===== src/rtl/pwm_pkg.sv =====
package pwm_pkg;
  typedef enum logic [3:0] {
    TICK_FULL = 4'd0,
    TICK_A    = 4'd1,
    TICK_B    = 4'd2
  } tick_sel_e;

  typedef struct packed {
    logic      inv;
    logic      center;
    tick_sel_e tsel;
  } ch_mode_t;

  // global word offsets (addr[4:2])
  localparam logic [2:0] G_CFG  = 3'd0;
  localparam logic [2:0] G_RUN  = 3'd1;
  localparam logic [2:0] G_STOP = 3'd2;
  localparam logic [2:0] G_STAT = 3'd3;
  localparam logic [2:0] G_MSET = 3'd4;
  localparam logic [2:0] G_MCLR = 3'd5;
  localparam logic [2:0] G_MASK = 3'd6;
  localparam logic [2:0] G_PEND = 3'd7;

  // channel word offsets (addr[4:2])
  localparam logic [2:0] C_MODE = 3'd0;
  localparam logic [2:0] C_DUTY = 3'd1;
  localparam logic [2:0] C_PRD  = 3'd2;
  localparam logic [2:0] C_CNT  = 3'd3;
endpackage


===== src/rtl/pwm_glob.sv =====
module pwm_glob #(
  parameter int unsigned NCH = 4
) (
  input  logic           clk_i,
  input  logic           rst_ni,
  input  logic           run_set_i,
  input  logic           run_clr_i,
  input  logic           msk_set_i,
  input  logic           msk_clr_i,
  input  logic [NCH-1:0] bits_i,
  input  logic           ack_i,
  input  logic [NCH-1:0] evt_i,
  output logic [NCH-1:0] run_o,
  output logic [NCH-1:0] mask_o,
  output logic [NCH-1:0] pend_o,
  output logic           irq_o
);
  always_ff @(posedge clk_i or negedge rst_ni) begin
    if (!rst_ni) begin
      run_o  <= '0;
      mask_o <= '0;
      pend_o <= '0;
    end else begin
      if (run_set_i) run_o <= run_o | bits_i;
      else if (run_clr_i) run_o <= run_o & ~bits_i;
      if (msk_set_i) mask_o <= mask_o | bits_i;
      else if (msk_clr_i) mask_o <= mask_o & ~bits_i;
      // new events win over the acknowledge
      pend_o <= (ack_i ? '0 : pend_o) | evt_i;
    end
  end

  assign irq_o = |(pend_o & mask_o);

  AST_RUN_SET: assert property (@(posedge clk_i) disable iff (!rst_ni)
    run_set_i |=> ((run_o & $past(bits_i)) == $past(bits_i)));
  AST_RUN_HOLD: assert property (@(posedge clk_i) disable iff (!rst_ni)
    (!run_set_i && !run_clr_i) |=> $stable(run_o));
  AST_MASK_CLR: assert property (@(posedge clk_i) disable iff (!rst_ni)
    msk_clr_i |=> ((mask_o & $past(bits_i)) == '0));
  AST_ACK_CLEAR: assert property (@(posedge clk_i) disable iff (!rst_ni)
    ack_i |=> (pend_o == $past(evt_i)));
  AST_EVT_KEPT: assert property (@(posedge clk_i) disable iff (!rst_ni)
    (|evt_i) |=> ((pend_o & $past(evt_i)) == $past(evt_i)));
endmodule


===== src/rtl/pwm_chan.sv =====
module pwm_chan
  import pwm_pkg::*;
#(
  parameter int unsigned CNT_W = 16
) (
  input  logic             clk_i,
  input  logic             rst_ni,
  input  logic             run_i,
  input  logic             tick_a_i,
  input  logic             tick_b_i,
  input  logic             mode_wr_i,
  input  logic             duty_wr_i,
  input  logic             prd_wr_i,
  input  logic [31:0]      wdata_i,
  output ch_mode_t         mode_o,
  output logic [CNT_W-1:0] duty_o,
  output logic [CNT_W-1:0] prd_o,
  output logic [CNT_W-1:0] cnt_o,
  output logic             end_o,
  output logic             pwm_o
);
  logic [CNT_W-1:0] duty_act, prd_act, cnt_n;
  logic             dir_q, dir_n, tick, wrap;
  logic [CNT_W:0]   cnt_p1;

  always_comb begin
    unique case (mode_o.tsel)
      TICK_FULL: tick = 1'b1;
      TICK_A:    tick = tick_a_i;
      TICK_B:    tick = tick_b_i;
      default:   tick = 1'b0;
    endcase
  end

  assign cnt_p1 = {1'b0, cnt_o} + 1'b1;

  always_comb begin
    wrap  = 1'b0;
    cnt_n = cnt_o;
    dir_n = dir_q;
    if (!mode_o.center) begin
      if (cnt_p1 >= {1'b0, prd_act}) wrap = 1'b1;
      else cnt_n = cnt_p1[CNT_W-1:0];
    end else if (dir_q || cnt_o >= prd_act) begin
      if (cnt_o <= CNT_W'(1)) wrap = 1'b1;
      else begin
        cnt_n = cnt_o - 1'b1;
        dir_n = 1'b1;
      end
    end else begin
      cnt_n = cnt_p1[CNT_W-1:0];
    end
  end

  assign end_o = run_i & tick & wrap;

  always_ff @(posedge clk_i or negedge rst_ni) begin
    if (!rst_ni) begin
      mode_o <= '{inv: 1'b0, center: 1'b0, tsel: TICK_FULL};
      duty_o <= '0;
      prd_o  <= '0;
    end else begin
      if (mode_wr_i) begin
        mode_o.inv    <= wdata_i[9];
        mode_o.center <= wdata_i[8];
        mode_o.tsel   <= tick_sel_e'(wdata_i[3:0]);
      end
      if (duty_wr_i) duty_o <= wdata_i[CNT_W-1:0];
      if (prd_wr_i)  prd_o  <= wdata_i[CNT_W-1:0];
    end
  end

  always_ff @(posedge clk_i or negedge rst_ni) begin
    if (!rst_ni) begin
      cnt_o    <= '0;
      dir_q    <= 1'b0;
      duty_act <= '0;
      prd_act  <= '0;
    end else if (!run_i || (tick && wrap)) begin
      cnt_o    <= '0;
      dir_q    <= 1'b0;
      duty_act <= duty_o;
      prd_act  <= prd_o;
    end else if (tick) begin
      cnt_o <= cnt_n;
      dir_q <= dir_n;
    end
  end

  assign pwm_o = run_i ? ((cnt_o < duty_act) ^ mode_o.inv) : mode_o.inv;

  AST_IDLE_ZERO: assert property (@(posedge clk_i) disable iff (!rst_ni)
    !run_i |=> (cnt_o == '0));
  AST_CNT_BOUND: assert property (@(posedge clk_i) disable iff (!rst_ni)
    run_i |-> (cnt_o <= prd_act));
  AST_SHADOW_HOLD: assert property (@(posedge clk_i) disable iff (!rst_ni)
    (run_i && !end_o) |=> ($stable(prd_act) && $stable(duty_act)));
endmodule


===== src/rtl/pwm_multi.sv =====
module pwm_multi
  import pwm_pkg::*;
#(
  parameter int unsigned NCH    = 4,
  parameter int unsigned CNT_W  = 16,
  parameter int unsigned ADDR_W = 12
) (
  input  logic              clk_i,
  input  logic              rst_ni,
  input  logic              req_i,
  input  logic              we_i,
  input  logic [ADDR_W-1:0] addr_i,
  input  logic [31:0]       wdata_i,
  output logic [31:0]       rdata_o,
  input  logic              tick_a_i,
  input  logic              tick_b_i,
  output logic [31:0]       presc_cfg_o,
  output logic [NCH-1:0]    pwm_o,
  output logic              irq_o
);
  localparam int unsigned HI_W = ADDR_W - 9;

  logic [2:0]     off, ch_idx;
  logic           glb_hit, win_hit, wr, rd;
  logic [NCH-1:0] run, mask, pend, evt, ch_sel;
  ch_mode_t         ch_mode [NCH];
  logic [CNT_W-1:0] ch_duty [NCH];
  logic [CNT_W-1:0] ch_prd  [NCH];
  logic [CNT_W-1:0] ch_cnt  [NCH];

  assign off     = addr_i[4:2];
  assign ch_idx  = addr_i[7:5];
  assign wr      = req_i & we_i;
  assign rd      = req_i & ~we_i;
  assign glb_hit = (addr_i[ADDR_W-1:5] == '0) && (addr_i[1:0] == 2'b00);
  assign win_hit = (addr_i[ADDR_W-1:9] == HI_W'(1)) && !addr_i[8] && (addr_i[1:0] == 2'b00);

  always_ff @(posedge clk_i or negedge rst_ni) begin
    if (!rst_ni) presc_cfg_o <= '0;
    else if (wr && glb_hit && off == G_CFG) presc_cfg_o <= wdata_i;
  end

  pwm_glob #(.NCH(NCH)) i_glob (
    .clk_i     (clk_i),
    .rst_ni    (rst_ni),
    .run_set_i (wr && glb_hit && off == G_RUN),
    .run_clr_i (wr && glb_hit && off == G_STOP),
    .msk_set_i (wr && glb_hit && off == G_MSET),
    .msk_clr_i (wr && glb_hit && off == G_MCLR),
    .bits_i    (wdata_i[NCH-1:0]),
    .ack_i     (rd && glb_hit && off == G_PEND),
    .evt_i     (evt),
    .run_o     (run),
    .mask_o    (mask),
    .pend_o    (pend),
    .irq_o     (irq_o)
  );

  for (genvar g = 0; g < NCH; g++) begin : g_ch
    assign ch_sel[g] = win_hit && (ch_idx == 3'(g));
    pwm_chan #(.CNT_W(CNT_W)) i_chan (
      .clk_i     (clk_i),
      .rst_ni    (rst_ni),
      .run_i     (run[g]),
      .tick_a_i  (tick_a_i),
      .tick_b_i  (tick_b_i),
      .mode_wr_i (wr && ch_sel[g] && off == C_MODE),
      .duty_wr_i (wr && ch_sel[g] && off == C_DUTY),
      .prd_wr_i  (wr && ch_sel[g] && off == C_PRD),
      .wdata_i   (wdata_i),
      .mode_o    (ch_mode[g]),
      .duty_o    (ch_duty[g]),
      .prd_o     (ch_prd[g]),
      .cnt_o     (ch_cnt[g]),
      .end_o     (evt[g]),
      .pwm_o     (pwm_o[g])
    );
  end

  always_comb begin
    rdata_o = '0;
    if (glb_hit) begin
      unique case (off)
        G_CFG:   rdata_o = presc_cfg_o;
        G_STAT:  rdata_o = 32'(run);
        G_MASK:  rdata_o = 32'(mask);
        G_PEND:  rdata_o = 32'(pend);
        default: rdata_o = '0;
      endcase
    end
    for (int i = 0; i < NCH; i++) begin
      if (ch_sel[i]) begin
        unique case (off)
          C_MODE:  rdata_o = {22'd0, ch_mode[i].inv, ch_mode[i].center, 4'd0, ch_mode[i].tsel};
          C_DUTY:  rdata_o = 32'(ch_duty[i]);
          C_PRD:   rdata_o = 32'(ch_prd[i]);
          C_CNT:   rdata_o = 32'(ch_cnt[i]);
          default: rdata_o = '0;
        endcase
      end
    end
  end

  AST_IRQ_MASKED: assert property (@(posedge clk_i) disable iff (!rst_ni)
    (mask == '0) |-> !irq_o);
  AST_PEND_READ: assert property (@(posedge clk_i) disable iff (!rst_ni)
    (rd && glb_hit && off == G_PEND) |-> (rdata_o[31:NCH] == '0));
endmodule


===== config.mk =====
export PLATFORM = sky130hd
export DESIGN_NAME = pwm_multi
export DESIGN_NICKNAME = d
export VERILOG_FILES = /design/src/rtl/pwm_pkg.sv /design/src/rtl/pwm_glob.sv /design/src/rtl/pwm_chan.sv /design/src/rtl/pwm_multi.sv
export SDC_FILE = /design/constraint.sdc
export NUM_CORES = 1
export LEC_CHECK = 0
export BUFFER_PORTS_ARGS = -buffer_cell sky130_fd_sc_hd__clkbuf_2
export CORE_MARGIN = 5
export CORE_UTILIZATION = 37
export DETAILED_ROUTE_END_ITERATION = 6
export SETUP_SLACK_MARGIN = 0.4
export SYNTH_ARGS = -nofsm -noshare
export SYNTH_HDL_FRONTEND = slang
export SYNTH_SLANG_ARGS = --single-unit

===== constraint.sdc =====
create_clock -name clk_i -period 4.5 [get_ports clk_i]
set_clock_uncertainty 0.2 [all_clocks]
set_input_delay 0.675 -clock clk_i [delete_from_list [all_inputs] [get_ports clk_i]]
set_output_delay 0.675 -clock clk_i [all_outputs]
set_load 0.01 [all_outputs]

==> impl_results.md <==
* Status: finished with violations
* Violated checks: negative hold slack
* Pwr Density at 262.5 nW/um^2
* Total track usage at 0.2196
* Hold Slack at -0.06004 ns
* CP max-delay cell: dfrtp_1
* Die height at ~270 um
* Final Instance Area at 28420 um^2
* Total global routing overflow at 0
* Max-slew violations at 0
* CP Class: reg -> reg
* Avg Inst Size Synth at 10.01 um^2
* Initial DRT Pass Iterations at 6
* Initial Util at 0.3720
* Crit path largest cell delay at 0.39 ns
* Register bit total from synthesis at 392
* DRC Markers at 0
* Crit path buffers/inverters at 1
* Tcrit/Tclk final at 0.9021
* Cell Chain, Critical Path: ha_4 -> nand2_2 -> nor3_4 -> and3_4 -> nand3_4 -> xnor2_2 -> ha_1 -> nand4_1 -> nor4_2 -> and4b_1 -> o21ai_1 -> a41o_1 -> o21a_2 -> o21ai_4 -> clkbuf_16 -> mux2_4
* Synth Area in XOR/XNOR at 0.02404
* Rel. slew slack at 0.3098
* Setup TNS at 0 ns
* Die area at 71210 um^2
* CTS tree: built
* Drt via density at 5.840
* Arrival time worst endpoint at 4.32 ns
* Pin count of the biggest net entering global routing at 110
* Compound-cell area share of the yosys netlist at 0.1496
* Final Hold Vio Count at 20
* Post-Synthesis Cells at 2438
* Synth async-reset ratio at 1.000
* Vias at roughly 20000
* CP required at 4.76 ns
* Die W at about 270 um
* Syn_nets at 2688
* Post-route ant nets at 0
* Peak VDD IR at between 0.2 and 0.25 mV
* 1st-iter DRT viols at 1919
* Final wirelength at between 80000 and 90000 um
* Hold WC Path Type: in -> async
* Adder-Cell Fraction of Synth Area at 0.1025
* Reg2reg setup slack at about 0.44 ns
* Leak pwr at 13.43 nW
* Number of cells after detailed placement at 3372
* Total CTS buffers at 46
* Grt met1 use at 0.3050
* Clock period minus worst slack at 4.060 ns
* RSZ-0062 raised after global routing: yes
* Setup violations, final at 0
* Crit path max-delay family: simple AND/OR/NAND/NOR gates
* Share of cells above drive strength 1 at 0.2617
* Boundary Pins at approximately 120
* Max Cap Viol at 0
* Worst-path clk slew at 0.06 ns
* Cell Area, Synth at about 24000 um^2
* Met3 Usage GRT at 0.04876
* Post-Synth Simple-Gate Area at 0.1200
* Crit path max fanout at 8
* Clk root buf: clkbuf_16
* Post-placement cell area at 26380 um^2
* Endpoint type of the worst setup path: flop
* Setup crit start kind: flop
* Sequential element share of the synthesized area at 0.4018
* Post-synthesis mux area share at 0.1534
* Ant diodes at 0
* Initial antenna violation count at 5
* Met2 Use GR at 0.3459
* Area grow syn2layout at 16.44%
* Ys flop type: dfrtp_1
* YS warnings at 0
* Worst-Skew Late Latency at 0.59 ns
* Fin cells at 3482
* Fmax at 0.2463 GHz
* Post-synth EDFFs at 0
* Average wire per standard cell at 23.19 um
* IO Port Bufs at 118
* Clock Sinks at about 390
* CTS Buffer Depth at 3
* Cell Rows at 94
* Unique masters post-synth at 78
* Vias in the first global route at 20191
* Worst Reg-to-Reg Cells at 16
* Top Usage Layer GRT: met2
* DPL Wire Length at a little under 60000 um
* Largest family of logic cells by synthesized area: multiplexers
* Post-layout nets at 2838
* WP depth at 16
* Htree depth at 2
* Routability cong. at 0.9316
* Worst-Margin Slew at 1.035 ns
* First-pass GRT wire length at between 100000 and 150000 um
* Core Area at 65630 um^2
flip-flops by register name, summed over array words and instances (netlist names), named ones only:
signal,count
g_ch.i_chan.prd_o,64
i_glob.pend_o,4
g_ch.i_chan.cnt_o,64
g_ch.i_chan.duty_act,64
g_ch.i_chan.mode_o,24
presc_cfg_o,32
g_ch.i_chan.prd_act,64
g_ch.i_chan.duty_o,64
g_ch.i_chan.dir_q,4
synth_stat cells, types with 16 or more instances:
| cell | number | share of area |
|---|---|---|
| and2_1 | 27 | 0.0069 |
| o221ai_1 | 20 | 0.0072 |
| o22ai_1 | 36 | 0.0092 |
| or4_1 | 16 | 0.0049 |
| o21ai_0 | 166 | 0.034 |
| xnor2_1 | 38 | 0.014 |
| xor2_1 | 29 | 0.010 |
| nor2b_1 | 17 | 0.0044 |
| a22oi_1 | 58 | 0.018 |
| a22o_1 | 23 | 0.0083 |
| nand3_1 | 60 | 0.012 |
| inv_1 | 159 | 0.024 |
| ha_1 | 200 | 0.10 |
| and3_1 | 23 | 0.0059 |
| nor4_1 | 17 | 0.0044 |
| mux2_2 | 297 | 0.14 |
| a21oi_1 | 95 | 0.019 |
| dfrtp_1 | 392 | 0.40 |
| nor2_1 | 101 | 0.016 |
| nor3_1 | 34 | 0.0070 |
| mux2i_1 | 23 | 0.0094 |
| nand4_1 | 35 | 0.0090 |
| buf_2 | 18 | 0.0037 |
| nand2_1 | 192 | 0.030 |
| clkbuf_1 | 105 | 0.016 |
| o21a_1 | 17 | 0.0052 |
| a211oi_1 | 27 | 0.0083 |
final cells by class:
type | instances | area (um^2)
fillers | 6274 | 37200
multi-input cells | 1744 | 13780
flip-flops and latches | 392 | 9821
repair buffers | 244 | 1722
clock buffers | 59 | 1261
well taps | 864 | 1081
inverters | 160 | 600.6
clock inverters | 19 | 155.1
metrics by stage:
stage | hold slack, ns | setup slack [ns] | util | total power, W
final | -0.06004 | 0.4404 | 0.4331 | 0.007461
after CTS | 0.04092 | 0.3893 | 0.4244 | 0.007533
after global placement | 0.2486 | 0.3082 | 0.4019 | 0.003898
after detailed placement | 0.2852 | 0.1655 | 0.4019 | 0.003904
after floorplan | 0.1794 | 0.4724 | - | 0.003692
after global routing | 0.07569 | 0.3002 | 0.4331 | 0.007686
cell usage in the layout (no fill, tap or decap), types with 19 or more instances in the layout:
cell type  instances
a21oi_1           94
inv_1            159
nand3_1           51
buf_4            111
nor2_1            95
a22oi_1           58
o22ai_1           35
and3_1            20
dfrtp_1          383
mux2_4            23
and2_1            26
mux2i_1           23
nand4_1           35
xor2_1            29
a22o_1            23
ha_1             197
clkbuf_2         115
o221ai_1          19
nand2_1          191
clkbuf_16         49
o21ai_0          164
nor3_1            31
mux2_2           274
a211oi_1          25
xnor2_1           37
layer usage:
metal,share of wire,vias to the layer above,wire length (um)
met4,0.029,4,2318
met5,0.00026,-,21
met2,0.45,864,36690
met3,0.084,150,6787
li1,-,9189,-
met1,0.43,10128,34950
power by group:
part | internal (W) | switching [W] | leakage, nW | total (W)
Clock | 0.00208 | 0.00154 | 0.710 | 0.00362
Sequential | 0.00353 | 0.00000764 | 5.44 | 0.00354
Combinational | 0.0000749 | 0.000225 | 7.28 | 0.000300
worst paths after layout:
kind,start,endpoint
setup reg to reg,g_ch[2].i_chan.cnt_o[1],g_ch[2].i_chan.prd_act[9]
min in group clk_i,wdata_i[30],presc_cfg_o[30]
hold reg to reg,g_ch[1].i_chan.duty_act[0],g_ch[1].i_chan.duty_act[0]
hold / removal,rst_ni,g_ch[0].i_chan.prd_act[8]
setup / recovery,g_ch[2].i_chan.cnt_o[1],g_ch[2].i_chan.prd_act[9]
max in group asynchronous,rst_ni,g_ch[1].i_chan.cnt_o[1]
repair_timing:
item	in CTS	in global routing
gates cloned	0	3
pin swaps	5	25
endpoints found under the hold margin	0	0
hold buffers	0	0
buffers inserted	4	25
gates resized for setup	9	78
setup endpoints to repair	73	194
kinds of logic (layout without fill, tap and decap cells):
family                   after synthesis  after routing
AND/OR/NAND/NOR                      587            587
multiplexers                         328            328
XOR/XNOR                              67             67
flip-flops                           392            392
buffers and inverters                302            482
adder cells (fa/ha/maj)              200            200
AO/OA/AOI/OAI                        562            562
Note: power is estimated with default switching activity, not from simulation.
